`src/rtl/cs_pkg.sv`:
```
// Shared types for the capture-stamp block.
// Assumes: nothing beyond IEEE 1800-2017.
package cs_pkg;
    typedef enum logic {
        POL_FALL = 1'b0,
        POL_RISE = 1'b1
    } cs_pol_e;
endpackage

```
`src/rtl/cs_sync.sv`:
```
// Multi-flop synchronizer bringing the asynchronous pin into the clock domain.
// Assumes: STAGES >= 2; resets the chain to 0.
module cs_sync #(
    parameter int STAGES = 2
) (
    input  logic clk,
    input  logic rst_n,
    input  logic d_async,
    output logic q_sync
);
    logic [STAGES-1:0] chain_q;

    // Shift the pin through the flop chain.
    always_ff @(posedge clk) begin
        if (!rst_n) chain_q <= '0;
        else        chain_q <= {chain_q[STAGES-2:0], d_async};
    end

    assign q_sync = chain_q[STAGES-1];
endmodule

```
`src/rtl/cs_filter.sv`:
```
// Glitch filter: the output takes a new level only once SAMPLES successive
// samples (the current input plus SAMPLES-1 stored ones) all agree.
// When disabled, the synchronized input passes straight through.
// Assumes: SAMPLES >= 2; input already synchronized.
module cs_filter #(
    parameter int SAMPLES = 4
) (
    input  logic clk,
    input  logic rst_n,
    input  logic enable,
    input  logic din,
    output logic dout
);
    localparam int HIST_W = SAMPLES - 1;

    logic [HIST_W-1:0] hist_q;
    logic              level_q;
    logic [SAMPLES-1:0] window;
    logic               all_hi;
    logic               all_lo;

    assign window = {hist_q, din};
    assign all_hi = &window;
    assign all_lo = ~|window;

    // Keep the recent sample history.
    always_ff @(posedge clk) begin
        if (!rst_n) hist_q <= '0;
        else        hist_q <= window[HIST_W-1:0];
    end

    // Move the filtered level only on a unanimous window.
    always_ff @(posedge clk) begin
        if (!rst_n)      level_q <= 1'b0;
        else if (all_hi) level_q <= 1'b1;
        else if (all_lo) level_q <= 1'b0;
    end

    assign dout = enable ? level_q : din;
endmodule

```
`src/rtl/cs_edge.sv`:
```
// Edge detector with selectable polarity; flags one cycle per qualifying edge.
// Assumes: input is synchronous to clk.
module cs_edge
    import cs_pkg::*;
(
    input  logic    clk,
    input  logic    rst_n,
    input  cs_pol_e pol,
    input  logic    lvl,
    output logic    hit
);
    logic prev_q;

    // Remember the previous level for comparison.
    always_ff @(posedge clk) begin
        if (!rst_n) prev_q <= 1'b0;
        else        prev_q <= lvl;
    end

    assign hit = (pol == POL_RISE) ? (lvl & ~prev_q) : (~lvl & prev_q);
endmodule

```
`src/rtl/capture_stamp.sv`:
```
// Capture-stamp top: synchronizer -> optional glitch filter -> edge detector,
// then the capture register, sticky flag and interrupt request.
// Assumes: count_val is synchronous to clk; flag_clr is a single-cycle pulse.
module capture_stamp
    import cs_pkg::*;
#(
    parameter int CW          = 16,
    parameter int SYNC_STAGES = 2,
    parameter int FILT_LEN    = 4
) (
    input  logic          clk,
    input  logic          rst_n,
    input  logic          pin_raw,
    input  logic [CW-1:0] count_val,
    input  logic          filt_en,
    input  logic          edge_rise,
    input  logic          irq_en,
    input  logic          top_sel,
    input  logic          flag_clr,
    input  logic          reg_wr,
    input  logic [CW-1:0] reg_wdata,
    output logic [CW-1:0] cap_value,
    output logic          cap_flag,
    output logic          cap_irq
);
    logic pin_sync;
    logic pin_lvl;
    logic edge_hit;
    logic cap_evt;

    cs_sync #(.STAGES(SYNC_STAGES)) sync_i (
        .clk     (clk),
        .rst_n   (rst_n),
        .d_async (pin_raw),
        .q_sync  (pin_sync)
    );

    cs_filter #(.SAMPLES(FILT_LEN)) filt_i (
        .clk    (clk),
        .rst_n  (rst_n),
        .enable (filt_en),
        .din    (pin_sync),
        .dout   (pin_lvl)
    );

    cs_edge edge_i (
        .clk   (clk),
        .rst_n (rst_n),
        .pol   (cs_pol_e'(edge_rise)),
        .lvl   (pin_lvl),
        .hit   (edge_hit)
    );

    assign cap_evt = edge_hit & ~top_sel;

    // Load the timestamp on capture, or software data while acting as TOP.
    always_ff @(posedge clk) begin
        if (!rst_n)                 cap_value <= '0;
        else if (cap_evt)           cap_value <= count_val;
        else if (reg_wr && top_sel) cap_value <= reg_wdata;
    end

    // Sticky flag: a capture wins over a simultaneous clear.
    always_ff @(posedge clk) begin
        if (!rst_n)        cap_flag <= 1'b0;
        else if (cap_evt)  cap_flag <= 1'b1;
        else if (flag_clr) cap_flag <= 1'b0;
    end

    assign cap_irq = cap_flag & irq_en;
endmodule

```
`config.mk`:
```
export PLATFORM = sky130hd
export DESIGN_NAME = capture_stamp
export DESIGN_NICKNAME = d
export VERILOG_FILES = /design/src/rtl/cs_pkg.sv /design/src/rtl/cs_sync.sv /design/src/rtl/cs_filter.sv /design/src/rtl/cs_edge.sv /design/src/rtl/capture_stamp.sv
export SDC_FILE = /design/constraint.sdc
export NUM_CORES = 1
export LEC_CHECK = 0
export BUFFER_PORTS_ARGS = -buffer_cell sky130_fd_sc_hd__clkbuf_2
export CAP_MARGIN = 15
export CORE_AREA = 2 2 62 47
export CTS_CLUSTER_DIAMETER = 200
export DETAILED_ROUTE_END_ITERATION = 16
export DIE_AREA = 0 0 64 49
export HOLD_SLACK_MARGIN = 0.12
export PLACE_DENSITY = 0.8
export SYNTH_ARGS = -nofsm -noshare
export SYNTH_HDL_FRONTEND = slang
export SYNTH_SLANG_ARGS = --single-unit
```
`constraint.sdc`:
```
create_clock -name clk -period 3.4 [get_ports clk]
set_clock_uncertainty 0.05 [all_clocks]
set_input_delay 1.02 -clock clk [delete_from_list [all_inputs] [get_ports clk]]
set_output_delay 1.02 -clock clk [all_outputs]
set_load 0.005 [all_outputs]
```
# Word level (Yosys, flattened, before mapping)
# Index checks and enable logic that the tools add are counted.
# classes
eq_ne	1
muxes	8
n_bitwise	7
n_reduce_logical	5
# op_table
cell	count
16-bit two-way mux	2
1-bit two-way mux	6
1-bit AND	4
4-bit AND reduction	1
2-bit nonzero test	2
4-bit OR reduction	1
1-bit inverter	3
2-bit by 1-bit != test with 1-bit output, second input constant	1
1-bit logical AND	1
# totals
reg_bits	24
output_inout_bits	18
wordCells	27

# Logic depth before layout (Yosys ltp)
# Gate-level depths: netlist of run 1.
# logic_depth
ltp_word	6
depth_mapped	6
mapped_depth_nobuf	3

# Hierarchy
# A second synthesis of run 1 with hierarchy kept.
# unflattened
hier_cells	116
hier_area_um2	975.9
# modules_own_cells
mod	instances	cells_per_inst	area_per_inst_um2	seq_area_each_um2
capture_stamp	1	95	733.2	340.3
cs_filter	1	12	140.1	80.1
cs_sync	1	4	52.6	40.0
cs_edge	1	5	50.0	20.0

# Worst setup path before layout of run 1
# No wires, ideal clock.
# synth_timing
kind	in2out
from	in irq_en
to	out cap_irq
arrival_time_ps	1163
path_slack_ps	1167
stages	1
n_path_buf	0
cell_sequence	and2_1
# synth_via
elab_chain_len	1
# synth_lines
element	line_no	rtl
start: declaration	capture_stamp.sv:17	input logic irq_en,
1-bit AND	capture_stamp.sv:70	assign cap_irq = cap_flag & irq_en;
end: declaration	capture_stamp.sv:24	output logic cap_irq
# No other way between the ends.

# Worst setup path in the final report of run 1
# Ends and elaborated chain as after synthesis.

==> flow_summary.ini, run 1 <==
[global_routing]
use_met2_pct = 30.03
grt_remaining_overflow = 0
grt_usage_pct = 17.37
grt_pass1_vias = 969
use_met1_pct = 20.70
gr-usage-met3_pct = 5.543
antenna_found_initial = 0
grt_start_max_net_pins = 41
busiest_layer = met2
grt_pass1_wl_microns = 4250

[synth]
syn-num-nets = 158
synthCells = 117
yosysSeqAreaShare_pct = 42.11
synth_cell_types = 20
yosys_register_bits = 24
syn_area_per_cell_sq_um = 9.753
synth_top_area_share_pct = 42.11
yosysWarnings = 0
synth_top_area_cell = dfxtp_1
synth_area_sq_um = 1141
netlist_top_cells_area = dfxtp_1 (42%), mux2i_1 (15%), a21o_1 (11%)

[clocking]
clk_pin_slew_ns = 0.12
cts_tree = built
clk_latency_ns = 0.30
cts_hold_buf = 0
htreeDepth = 1
postCtsResizedCells = 0
cts_buffer_depth = 2
cts_setup_buffers = 0
cts_buffers = 3
cts_root_buf = clkbuf_4
cts_sinks = 24

[placement]
place_area_sq_um = 1406
gp_congestion = 0.6854
place.port_buffers = 58
hpwl_microns = 1849

[timing]
slew_headroom_pct = 55.11
fmax_ghz = 0.4157
slew_violations = 0
rsz0062_at_grt = false
worst_slew_pin_slew_ns = 0.6733
finalHoldViolations = 0
min_period_ns = 2.406
min_period_over_period_pct = 70.75
setup_tns_ns = 0
setup_viol = 0

[worst_setup_path]
path_cells = clkbuf_2 > and2_1 > clkbuf_2
critical_path_required_ns = 2.33
slowest_stage = and2_1
cp.arrival_ns = 1.34
end_kind = output pin
max_stage_delay_ns = 0.14
start_kind = primary input
cp_max_fo = 1
crit_top_cell = clkbuf_2
worstSetupPathType = in -> out

[status]
status = complete, no violations

[finish]
n_antenna_cell = 0
layout-drive-gt1-share_pct = 37.72
multi_input_area_sq_um = 590.6
fin_area_sq_um = 1429
nNetsFinal = 210
syn_to_final_growth_pct = 25.22
n_fill_cell = 248
register_area_sq_um = 480.5

[floorplan]
dieWidth_microns = 64
pin_count = 59
start_util_pct = 44.19
core_sq_um = 2582
fp.dieH_microns = 49
die_area_sq_um = 3136
rows = 16

[drt]
vias_per_cell = 5.054
drt-initial-drc-count = 56
drtPass1Iterations = 4
wl_per_cell_microns = 12.66
drtAntennaViolNets = 0
vias = 1026
drc = 0
drt-total-wl_microns = 2570

[power]
irDropWorstVdd_uv = 203.0
power_density_nw_per_um2 = 362.0
p_leak_nw = 0.7312

[worst_hold_path]
hp-class = reg -> reg

[job]
cap_violations = 0
==> Yosys cell counts <==
library cell and instances:
mux2i_1 17, and2b_2 1, clkbuf_1 7, nor3b_1 2
a21o_1 16, o21ai_0 1, and2_1 6, dfxtp_1 24
o31ai_1 1, nor2b_1 1, nand2_1 17, mux2_4 1
o21a_1 1, buf_6 1, o211ai_1 16, buf_4 1
a21boi_0 1, and3_1 1, buf_12 1, buf_2 1
==> path summary, 6_finish.rpt <==
kind,start,end,slack [ns],depth (start not counted)
worst max-delay path,irq_en,cap_irq,0.99,3
worst min-delay path,sync_i.chain_q[0],sync_i.chain_q[1],0.41,1
worst max register to register,sync_i.chain_q[1],cap_flag,2.01,3
worst min register to register,sync_i.chain_q[0],sync_i.chain_q[1],0.41,1
==> flip-flops by register name (all words and copies together) (netlist names) <==
| register | flops |
|---|---|
| filt_i.hist_q | 3 |
| edge_i.prev_q | 1 |
| cap_flag | 1 |
| sync_i.chain_q | 2 |
| cap_value | 16 |
| filt_i.level_q | 1 |
==> worst max-delay path, delay by kind of cell <==
family | cells | cell delay (ns)
buf+inv | 2 | 0.17
simple gates | 1 | 0.14
==> per-layer routing <==
layer  up-vias  wire length [microns]
li1        517                      -
met3         2                    185
met1       456                   1158
met2        51                   1204
met4         0                     21
met5         -                      0
==> where the power goes <==
part	switching, W	internal (W)	total [W]
registers	0.00000834	0.000297	0.000306
logic	0.0000428	0.0000505	0.0000933
clock network	0.0000770	0.0000414	0.000118
==> layout by cell type (no fill, tap or decap), drive strengths merged <==
cell    count
clkbuf     61
dfxtp      24
mux2i      17
nand2      17
a21o       16
o211ai     16
and2        6
nor3b       2
mux2        1
nor2b       1
o21a        1
and2b       1
and3        1
o21ai       1
o31ai       1
a21boi      1
==> metrics by stage <==
| stage | std cells | power (W) | worst slack (ns) | hold WS [ns] | utilization (%) |
|---|---|---|---|---|---|
| after detailed placement | 200 | 0.0004066 | 0.9020 | 0.3904 | 54.46 |
| after floorplan | 117 | 0.0003641 | 1.167 | 0.3619 | - |
| after CTS | 203 | 0.0005267 | 0.9940 | 0.4203 | 55.33 |
| after global placement | 200 | 0.0004030 | 0.9947 | 0.3712 | 54.46 |
| final | 203 | 0.0005172 | 0.9945 | 0.4079 | 55.33 |
| after global routing | 203 | 0.0005481 | 0.9842 | 0.4313 | 55.33 |
==> cell families after synthesis <==
group	Yosys count	share of synthesized area, %
compound gates	36	23.47
buf+inv	11	6.141
flops	24	42.11
mux	18	16.23
simple gates	28	12.06
==> final cells by class <==
class,instances,share of cell area [%]
Sequential cell,24,33.63
Timing Repair Buffer,58,20.32
Clock buffer,3,1.576
Multi-Input combinational cell,82,41.33
Tap cell,36,3.152
(Power assumes the default switching activity.)
==> run 2: changes to the inputs <==
--- a/config.mk
+++ b/config.mk
@@ -5,14 +5,15 @@
 export SDC_FILE = /design/constraint.sdc
 export NUM_CORES = 1
 export LEC_CHECK = 0
+export ABC_AREA = 1
 export BUFFER_PORTS_ARGS = -buffer_cell sky130_fd_sc_hd__clkbuf_2
 export CAP_MARGIN = 15
-export CORE_AREA = 2 2 62 47
+export CORE_AREA = 2 2 68 51
 export CTS_CLUSTER_DIAMETER = 200
 export DETAILED_ROUTE_END_ITERATION = 16
-export DIE_AREA = 0 0 64 49
+export DIE_AREA = 0 0 70 53
 export HOLD_SLACK_MARGIN = 0.12
-export PLACE_DENSITY = 0.8
+export PLACE_DENSITY = 0.72
 export SYNTH_ARGS = -nofsm -noshare
 export SYNTH_HDL_FRONTEND = slang
 export SYNTH_SLANG_ARGS = --single-unit
==> constraint.sdc (replaced) <==
create_clock -name clk -period 2.1 [get_ports clk]
set_clock_uncertainty 0.05 [all_clocks]
set_input_delay 0.63 -clock clk [delete_from_list [all_inputs] [get_ports clk]]
set_output_delay 0.63 -clock clk [all_outputs]
set_load 0.005 [all_outputs]
==> run 2 against run 1 <==
  * Critical path depth increased by 1
  * Flip-flop and latch count unchanged
  * Non-clock buffer count increased by 3
  * Global-route usage decreased by 1.9 points
  * Highest routed layer unchanged
==> flow_summary.ini, run 2 <==
[finish]
fin_area_sq_um = 1536
layout-drive-gt1-share_pct = 28.69
reg.largest.list = cap_value: 16 flops, filt_i.hist_q: 3 flops, sync_i.chain_q: 2 flops
top_register = cap_value
final_cell_mix = nand2_1 (61), clkbuf_2 (58), nand3_1 (33), inv_1 (27), dfxtp_1 (24)
syn_to_final_growth_pct = 30.36
layoutNonFillerInstCount = 275
n_fill_cell = 332
largest_register_ff_count = 16
multi_input_area_sq_um = 531.8
n_antenna_cell = 0
register_area_sq_um = 480.5
nNetsFinal = 279
final_common_cell = nand2_1

[clocking]
clk_pin_slew_ns = 0.08
cts_sinks = 24
htreeDepth = 1
clk_latency_ns = 0.26
cts_root_buf = clkbuf_8
cts_buffer_depth = 2
cts_buffers = 3
cts_hold_buf = 0
cts_tree = built
cts_setup_buffers = 0
postCtsResizedCells = 0

[worst_setup_path]
end_kind = output pin
critical_path_required_ns = 1.42
cp.arrival_ns = 0.89
cp_max_fo = 1
worstSetupPathType = in -> out
start_kind = primary input
reg2reg_depth = 6

[synth]
synth_cell_types = 15
synth_fa_ha_area_share_pct = 0
synth_common_cells = nand2_1 (61), nand3_1 (33), inv_1 (27)
yosysMostFrequentCell = nand2_1
netlist_top_cells_area = dfxtp_1 (41%), nand2_1 (19%), nand3_1 (14%)
synthCells = 180
synth_edf_count = 0
synthMuxAreaShare_pct = 0
synth_compound_area_share_pct = 8.068
synth_top_area_share_pct = 40.76
yosysSeqAreaShare_pct = 40.76
synth_flop_cell = dfxtp_1
synth_area_sq_um = 1179
synth-simple-area-share_pct = 37.05
synth_top_family_by_area = simple AND/OR/NAND/NOR gates
synth_top_area_cell = dfxtp_1
async_flop_share_pct = 0
synth-xor-area-share_pct = 0
syn-num-nets = 221
yosys_register_bits = 24
syn_area_per_cell_sq_um = 6.548
yosysWarnings = 0

[floorplan]
die_area_sq_um = 3710
dieWidth_microns = 70
rows = 17
fp.dieH_microns = 53
start_util_pct = 39.02
pin_count = 59
core_sq_um = 3020

[placement]
place_area_sq_um = 1481
dp.cells = 271
hpwl_microns = 2108
place.port_buffers = 58
gp_congestion = 0.7402

[worst_hold_path]
hp-class = reg -> reg
min_path_cells = 2

[timing]
slew_violations = 0
slew_headroom_pct = 67.24
setup_viol = 0
fmax_ghz = 0.6373
setup_tns_ns = 0
rsz0062_at_grt = false
min_period_over_period_pct = 74.72
finalHoldViolations = 0
min_period_ns = 1.569
worst_slew_pin_slew_ns = 0.4884
hold-worst-slack_ns = 0.3701

[drt]
drt-total-wl_microns = 2807
drc = 0
drt-initial-drc-count = 40
vias = 1235
wl_per_cell_microns = 10.21
drtAntennaViolNets = 0
drtPass1Iterations = 4
vias_per_cell = 4.491

[global_routing]
grt_start_max_net_pins = 34
antenna_found_initial = 0
grt_usage_pct = 15.42
grt_pass1_wl_microns = 4526
grt_remaining_overflow = 0
grt_pass1_vias = 1043

[job]
cap_violations = 0

[status]
status = complete, no violations

[power]
irDropWorstVdd_uv = 352.3
p_leak_nw = 0.8938
power_density_nw_per_um2 = 604.4
run 2: cell types whose count changed after synthesis, moves of 2 or more:
cell and delta:
o211ai_1 -16, a21o_1 -16, and2_1 -6, clkbuf_1 -4
buf_6 +2, inv_1 +27, nor2_1 +2, nand3_1 +33
nand2_1 +44, a21oi_1 +19, nand2_4 +2, mux2i_1 -17
nor3b_1 -2
run 2: metal layers:
layer | part of all wire (%) | track usage (%)
met1 | 46 | 19.45
met2 | 47 | 27.30
met3 | 6.6 | 3.810
met4 | 0.61 | 2.885
met5 | 0 | 0
run 2: layout make-up:
cell class              count  share of cell area [%]
clock buffers               4                   3.583
repair buffers             61                   20.36
inverters                  29                   7.085
well taps                  38                   3.094
flip-flops and latches     24                   31.27
multi-input cells         119                   34.61
run 2: path summary, 6_finish.rpt:
check | end | slack [ns] | startpoint
worst max-delay path | cap_irq | 0.53 | irq_en
worst min-delay path | sync_i.chain_q[1] | 0.37 | sync_i.chain_q[0]
worst max register to register | cap_value[10] | 0.66 | sync_i.chain_q[1]
worst min register to register | sync_i.chain_q[1] | 0.37 | sync_i.chain_q[0]
run 2: critical path, cell delays in order:
cell      delay, ns
clkbuf_2       0.08
nand2_1        0.04
inv_1          0.04
clkbuf_2       0.10
run 2: report_power, final:
part | leakage [nW] | internal [W] | switching [W]
combinational | 0.669 | 0.0000643 | 0.0000712
clock | 0.0288 | 0.000167 | 0.000139
sequential | 0.196 | 0.000476 | 0.0000116
run 2: cells by family after synthesis:
family,after synthesis
DFF,24
buffers and inverters,37
and+or+nand+nor,100
AOI/OAI and AO/OA,19
run 2: metrics by stage:
stage	setup slack (ns)	total power [W]	utilization, %
2_1_floorplan	0.5787	0.0005644	-
3_3_place_gp	0.3367	0.0006330	49.05
3_5_place_dp	0.2969	0.0006342	49.05
4_1_cts	0.5281	0.0009370	50.87
5_1_grt	0.4133	0.0009804	50.87
6_report	0.5310	0.0009287	50.87
